--- config.mk ---
export PLATFORM = sky130hd
export DESIGN_NAME = iocos_regs
export DESIGN_NICKNAME = d
export VERILOG_FILES = /design/src/rtl/iocos_pkg.sv /design/src/rtl/iocos_in_cond.sv /design/src/rtl/iocos_chg_det.sv /design/src/rtl/iocos_irq_core.sv /design/src/rtl/iocos_regs.sv
export SDC_FILE = /design/constraint.sdc
export NUM_CORES = 1
export LEC_CHECK = 0
export BUFFER_PORTS_ARGS = -buffer_cell sky130_fd_sc_hd__buf_2
export CAP_MARGIN = 30
export CORE_MARGIN = 2
export CORE_UTILIZATION = 60
export CTS_CLUSTER_DIAMETER = 100
export DETAILED_ROUTE_END_ITERATION = 8
export PLACE_DENSITY_LB_ADDON = 0.15
export RECOVER_POWER = 50
export SLEW_MARGIN = 10
export SYNTH_ARGS = -nofsm -noshare
export SYNTH_HDL_FRONTEND = slang
export SYNTH_SLANG_ARGS = --single-unit
--- constraint.sdc ---
create_clock -name clk -period 2.7 [get_ports clk]
set_clock_uncertainty 0.15 [all_clocks]
set_input_delay 0.405 -clock clk [delete_from_list [all_inputs] [get_ports clk]]
set_output_delay 0.405 -clock clk [all_outputs]
set_load 0.01 [all_outputs]
--- src/rtl/iocos_pkg.sv ---
package iocos_pkg;
    localparam int DATA_W  = 8;
    localparam int ADDR_W  = 3;

    typedef enum logic [ADDR_W-1:0] {
        A_OUT_LO  = 3'd0,
        A_IN_LO   = 3'd1,
        A_IRQ_CTL = 3'd2,
        A_FLT_CTL = 3'd3,
        A_OUT_HI  = 3'd4,
        A_IN_HI   = 3'd5,
        A_STATUS  = 3'd6,
        A_SPARE   = 3'd7
    } reg_addr_e;

    localparam int ST_LO   = 0;
    localparam int ST_HI   = 1;
    localparam int ST_PEND = 2;

    typedef struct packed {
        logic out_lo_wr;
        logic out_hi_wr;
        logic irq_clr;
        logic irq_on;
        logic irq_off;
        logic flt_on;
        logic flt_off;
    } strobe_t;

    function automatic strobe_t decode_access(logic sel, logic wr, logic [ADDR_W-1:0] addr);
        strobe_t s;
        s = '0;
        if (sel) begin
            unique case (reg_addr_e'(addr))
                A_OUT_LO:  s.out_lo_wr = wr;
                A_IN_LO:   s.irq_clr   = wr;
                A_IRQ_CTL: begin s.irq_on = !wr; s.irq_off = wr; end
                A_FLT_CTL: begin s.flt_on = !wr; s.flt_off = wr; end
                A_OUT_HI:  s.out_hi_wr = wr;
                default:   s = '0;
            endcase
        end
        return s;
    endfunction
endpackage

--- src/rtl/iocos_in_cond.sv ---
module iocos_in_cond #(
    parameter int W           = 16,
    parameter int SYNC_STAGES = 2,
    parameter int FILT_CYC    = 4
) (
    input  logic         clk,
    input  logic         rst,
    input  logic         flt_en,
    input  logic [W-1:0] din,
    output logic [W-1:0] dout
);
    localparam int CNT_W = $clog2(FILT_CYC + 1);
    localparam logic [CNT_W-1:0] CNT_LAST = CNT_W'(FILT_CYC - 1);

    for (genvar b = 0; b < W; b++) begin : g_bit
        logic [SYNC_STAGES-1:0] sr;
        logic [CNT_W-1:0]       cnt;
        logic                   lvl;
        logic                   s;

        always_ff @(posedge clk) begin
            if (rst) sr <= '0;
            else     sr <= {sr[SYNC_STAGES-2:0], din[b]};
        end

        assign s = sr[SYNC_STAGES-1];

        always_ff @(posedge clk) begin
            if (rst) begin
                lvl <= 1'b0;
                cnt <= '0;
            end else if (!flt_en) begin
                lvl <= s;
                cnt <= '0;
            end else if (s == lvl) begin
                cnt <= '0;
            end else if (cnt == CNT_LAST) begin
                lvl <= s;
                cnt <= '0;
            end else begin
                cnt <= cnt + 1'b1;
            end
        end

        assign dout[b] = lvl;
    end
endmodule

--- src/rtl/iocos_chg_det.sv ---
module iocos_chg_det #(
    parameter int W = 16
) (
    input  logic         clk,
    input  logic         rst,
    input  logic [W-1:0] lvl,
    output logic [W-1:0] chg
);
    logic [W-1:0] prev;

    always_ff @(posedge clk) begin
        if (rst) prev <= '0;
        else     prev <= lvl;
    end

    assign chg = lvl ^ prev;
endmodule

--- src/rtl/iocos_irq_core.sv ---
module iocos_irq_core
    import iocos_pkg::*;
#(
    parameter int PORT_W = 8
) (
    input  logic              clk,
    input  logic              rst,
    input  strobe_t           stb,
    input  logic [2*PORT_W-1:0] chg,
    output logic              pending,
    output logic              irq_en,
    output logic [DATA_W-1:0] status
);
    logic chg_lo, chg_hi, st_lo, st_hi;

    assign chg_lo = |chg[PORT_W-1:0];
    assign chg_hi = |chg[2*PORT_W-1:PORT_W];

    always_ff @(posedge clk) begin
        if (rst) begin
            st_lo   <= 1'b0;
            st_hi   <= 1'b0;
            pending <= 1'b0;
            irq_en  <= 1'b0;
        end else begin
            st_lo   <= chg_lo | (st_lo & !stb.irq_clr);
            st_hi   <= chg_hi | (st_hi & !stb.irq_clr);
            pending <= chg_lo | chg_hi | (pending & !stb.irq_clr);
            if (stb.irq_on)       irq_en <= 1'b1;
            else if (stb.irq_off) irq_en <= 1'b0;
        end
    end

    always_comb begin
        status          = '0;
        status[ST_LO]   = st_lo;
        status[ST_HI]   = st_hi;
        status[ST_PEND] = pending;
    end
endmodule

--- src/rtl/iocos_regs.sv ---
module iocos_regs
    import iocos_pkg::*;
#(
    parameter int SYNC_STAGES = 2,
    parameter int FILT_CYC    = 4
) (
    input  logic              clk,
    input  logic              rst,
    input  logic              bus_sel,
    input  logic              bus_wr,
    input  logic [ADDR_W-1:0] bus_addr,
    input  logic [DATA_W-1:0] bus_wdata,
    output logic [DATA_W-1:0] bus_rdata,
    input  logic [DATA_W-1:0] in_lo,
    input  logic [DATA_W-1:0] in_hi,
    output logic [DATA_W-1:0] out_lo,
    output logic [DATA_W-1:0] out_hi,
    output logic              irq
);
    localparam int PORT_W = DATA_W;
    localparam int IN_W   = 2 * PORT_W;

    strobe_t           stb;
    logic              flt_en;
    logic [IN_W-1:0]   lvl;
    logic [IN_W-1:0]   chg;
    logic              chg_any;
    logic              pending;
    logic              irq_en;
    logic [DATA_W-1:0] status;

    assign stb = decode_access(bus_sel, bus_wr, bus_addr);

    always_ff @(posedge clk) begin
        if (rst) begin
            out_lo <= '0;
            out_hi <= '0;
            flt_en <= 1'b0;
        end else begin
            if (stb.out_lo_wr) out_lo <= bus_wdata;
            if (stb.out_hi_wr) out_hi <= bus_wdata;
            if (stb.flt_on)       flt_en <= 1'b1;
            else if (stb.flt_off) flt_en <= 1'b0;
        end
    end

    iocos_in_cond #(
        .W(IN_W), .SYNC_STAGES(SYNC_STAGES), .FILT_CYC(FILT_CYC)
    ) u_in_cond (
        .clk(clk), .rst(rst), .flt_en(flt_en),
        .din({in_hi, in_lo}), .dout(lvl)
    );

    iocos_chg_det #(.W(IN_W)) u_chg_det (
        .clk(clk), .rst(rst), .lvl(lvl), .chg(chg)
    );

    assign chg_any = |chg;

    iocos_irq_core #(.PORT_W(PORT_W)) u_irq_core (
        .clk(clk), .rst(rst), .stb(stb), .chg(chg),
        .pending(pending), .irq_en(irq_en), .status(status)
    );

    assign irq = pending & irq_en;

    always_comb begin
        unique case (reg_addr_e'(bus_addr))
            A_OUT_LO: bus_rdata = out_lo;
            A_IN_LO:  bus_rdata = lvl[PORT_W-1:0];
            A_OUT_HI: bus_rdata = out_hi;
            A_IN_HI:  bus_rdata = lvl[IN_W-1:PORT_W];
            A_STATUS: bus_rdata = status;
            default:  bus_rdata = '0;
        endcase
    end
endmodule

==> flow_summary.ini <==
[cells_and_area]
diodes = 0
drive_gt1_frac = 0.1633
fill_cells = 566
fin_nets = 638
area_growth_pct = 23.18
fin_area_sq_um = 6256
ff_latch_area_sq_um = 2663
multiInputGateArea_sq_um = 2218

[synthesis]
synthMuxAreaShare = 0.09116
synth-xor-area-share = 0.05519
synth-edff-count = 0
synth_cells = 491
netlist_area_sq_um = 5079
synth_most_common_cell = dfxtp_1
yosysSeqAreaShare = 0.5243
syn_avg_cell_area_sq_um = 10.34
synth_top_area_cell = dfxtp_1
ys_top_cells_by_area = dfxtp_1, ha_1, mux2i_1
synth_nets = 554
post_synth_fa_ha_maj_area_fraction = 0.07884
synthTopCellsByCount = dfxtp_1, nor2_1, nor2b_1, mux2i_1
synth_cell_types = 28
async_flop_share = 0
yosysTopAreaCellShare = 0.5243
synth_warnings = 0
ys.flop_type = dfxtp_1
synth_top_family_by_area = simple AND/OR/NAND/NOR gates
ys_ff_latch = 133
synth_compound_area_frac = 0.01848
yosys.area_share.simple = 0.1932

[worst_setup_path]
worstSetupEndpointType = register
worstSetupPathType = primary input to register
slowest_delay_ns = 1.11
ff2ff_setup_slack_ns = 1.07
crit_fanout = 71
worstPathRequired_ns = 2.94
cp-start-kind = primary input
cp.arrival_ns = 2.51
critPathLaunch = rst
timing.rr.start = u_in_cond.g_bit[3].cnt[0]
crit_chain = clkbuf_1, clkbuf_2, buf_4, nor2b_1
crit_path_top_delay_cell = clkbuf_2

[pwr]
seqPwrFrac = 0.448
p_switching_uw = 999.1
intPower_mw = 3.554
power_switching_share = 0.2194
irDropWorstVdd_mv = 0.4592
power.share.clock = 0.506
combPwrFrac = 0.046
power.density_nw_per_um2 = 727.7
p_leak_nw = 2.709

[routing]
final_antenna_net_count = 0
wire_per_inst_um = 13.90
dr.first_iter.drc_count = 141
totalWireLength_um = 9635
viasPerCell = 5.091
vias = 3528
dr.pass1.iters = 4
route.detailed.drc = 0

[floorplan]
core_area_sq_um = 8217
start_util = 0.6181
floorplan.die.height_um = 96
rows = 33
fp.dieArea_sq_um = 9216
die_w_um = 96
num_io_pins = 56

[clock_tree]
cts_buffers = 17
cts_resized = 0
clock_latency_ns = 0.51
htreeDepth = 4
cts.sink_count = 133
clk_path_buf_depth = 2
root_buffer = clkbuf_8
clk_pin_slew_ns = 0.06
post-cts-setup-buffer-count = 0
cts_tree = yes

[run]
cap_violations = 0

[outcome]
status = completed

[global_routing]
grt_pass1_wl_um = 15900
grt_pass1_vias = 3459
track_usage = 0.2299
overflow = 0
antenna_found_initial = 0
grt_max_degree = 72

[placed_design]
portBuffers = 55
dpl_cell_area_sq_um = 5450
place_hpwl_um = 6168
gp_congestion = 0.7628

[timing]
maxSlewViolCount = 0
grt_setup_unrepaired = no
finalSetupTns_ns = 0
setup_viol = 0
tightest_slew_ns = 1.350
min_period_over_period = 0.8383
max_freq_mhz = 441.8
maxSlewHeadroom = 0.09987
period_minus_slack_ns = 2.263
hold_viol_final = 0
holdWs_ns = 0.02067

[hold_path]
min_path_type = primary input to register
min_from = bus_wr
==> registers in the layout (all words and copies together) (netlist names) <==
signal / cells
out_hi: 8
u_in_cond.g_bit.sr: 32
u_irq_core.st_hi: 1
u_irq_core.st_lo: 1
u_in_cond.g_bit.lvl: 16
flt_en: 1
u_irq_core.irq_en: 1
out_lo: 8
u_chg_det.prev: 16
u_in_cond.g_bit.cnt: 48
u_irq_core.pending: 1
==> final cells by class <==
cell class	instances	area share
Inverter	32	0.01920
Clock inverter	14	0.02780
Sequential cell	133	0.4256
Multi-Input combinational cell	310	0.3546
Tap cell	105	0.02100
Clock buffer	18	0.06840
Timing Repair Buffer	81	0.08340
==> power by group through the flow <==
stage	clock [mW]	sequential [mW]	combinational, mW
floorplan	0	2.07	0.126
global placement	0	2.08	0.180
detailed placement	0	2.08	0.186
CTS	2.33	2.04	0.212
global route	2.43	2.04	0.230
finish	2.30	2.04	0.209
==> per-stage QoR <==
step	total power, mW	worst slack, ns	instances	utilization
2_1_floorplan	2.199	0.9618	491	-
3_3_place_gp	2.260	0.5620	639	0.6633
5_1_grt	4.706	0.2555	693	0.7614
4_1_cts	4.578	0.4474	693	0.7634
6_report	4.553	0.4366	693	0.7614
3_5_place_dp	2.267	0.5257	639	0.6633
==> worst max-delay path: cells and delay by family <==
family,cells,cell delay [ns]
AND/OR/NAND/NOR,1,0.07
buffers and inverters,3,2.00
==> cells in the final DEF (no fill, tap or decap), drive strengths merged, types with 7 or more instances in the layout <==
cell type,synthesis,layout
ha,32,32
nor2,86,86
nand2,7,7
mux2i,35,35
dlygate4sd3,0,22
or3,16,16
nand2b,16,16
inv,32,35
clkbuf,10,20
xnor2,32,32
nor2b,56,56
buf,6,57
dfxtp,133,133
==> final timing paths <==
kind / endpoint / cells past startpoint
max: u_in_cond.g_bit[3].sr[1] / 4
min: flt_en / 2
max reg2reg: u_in_cond.g_bit[3].cnt[2] / 5
min reg2reg: u_in_cond.g_bit[6].cnt[0] / 1
==> layer usage <==
metal,GRT usage,routed length (um),share of wire,vias to the layer above
met1,0.2828,4273,0.44,1675
met5,0,0,0,-
met2,0.3773,4691,0.49,87
met3,0.07048,531,0.055,11
li1,-,-,-,1755
met4,0.08929,139,0.014,0
==> cells by family after synthesis <==
group	Yosys count
xor+xnor	32
fa+ha+maj	32
mux	40
flops	133
buf+inv	48
simple gates	191
compound gates	15
==> timing repair <==
| action | in CTS | in global routing |
|---|---|---|
| endpoints found under the hold margin | 28 | 0 |
| endpoints found under the setup margin | 0 | 0 |
| hold buffers | 22 | 0 |
No activity file was read; power rests on OpenSTA's default activity.
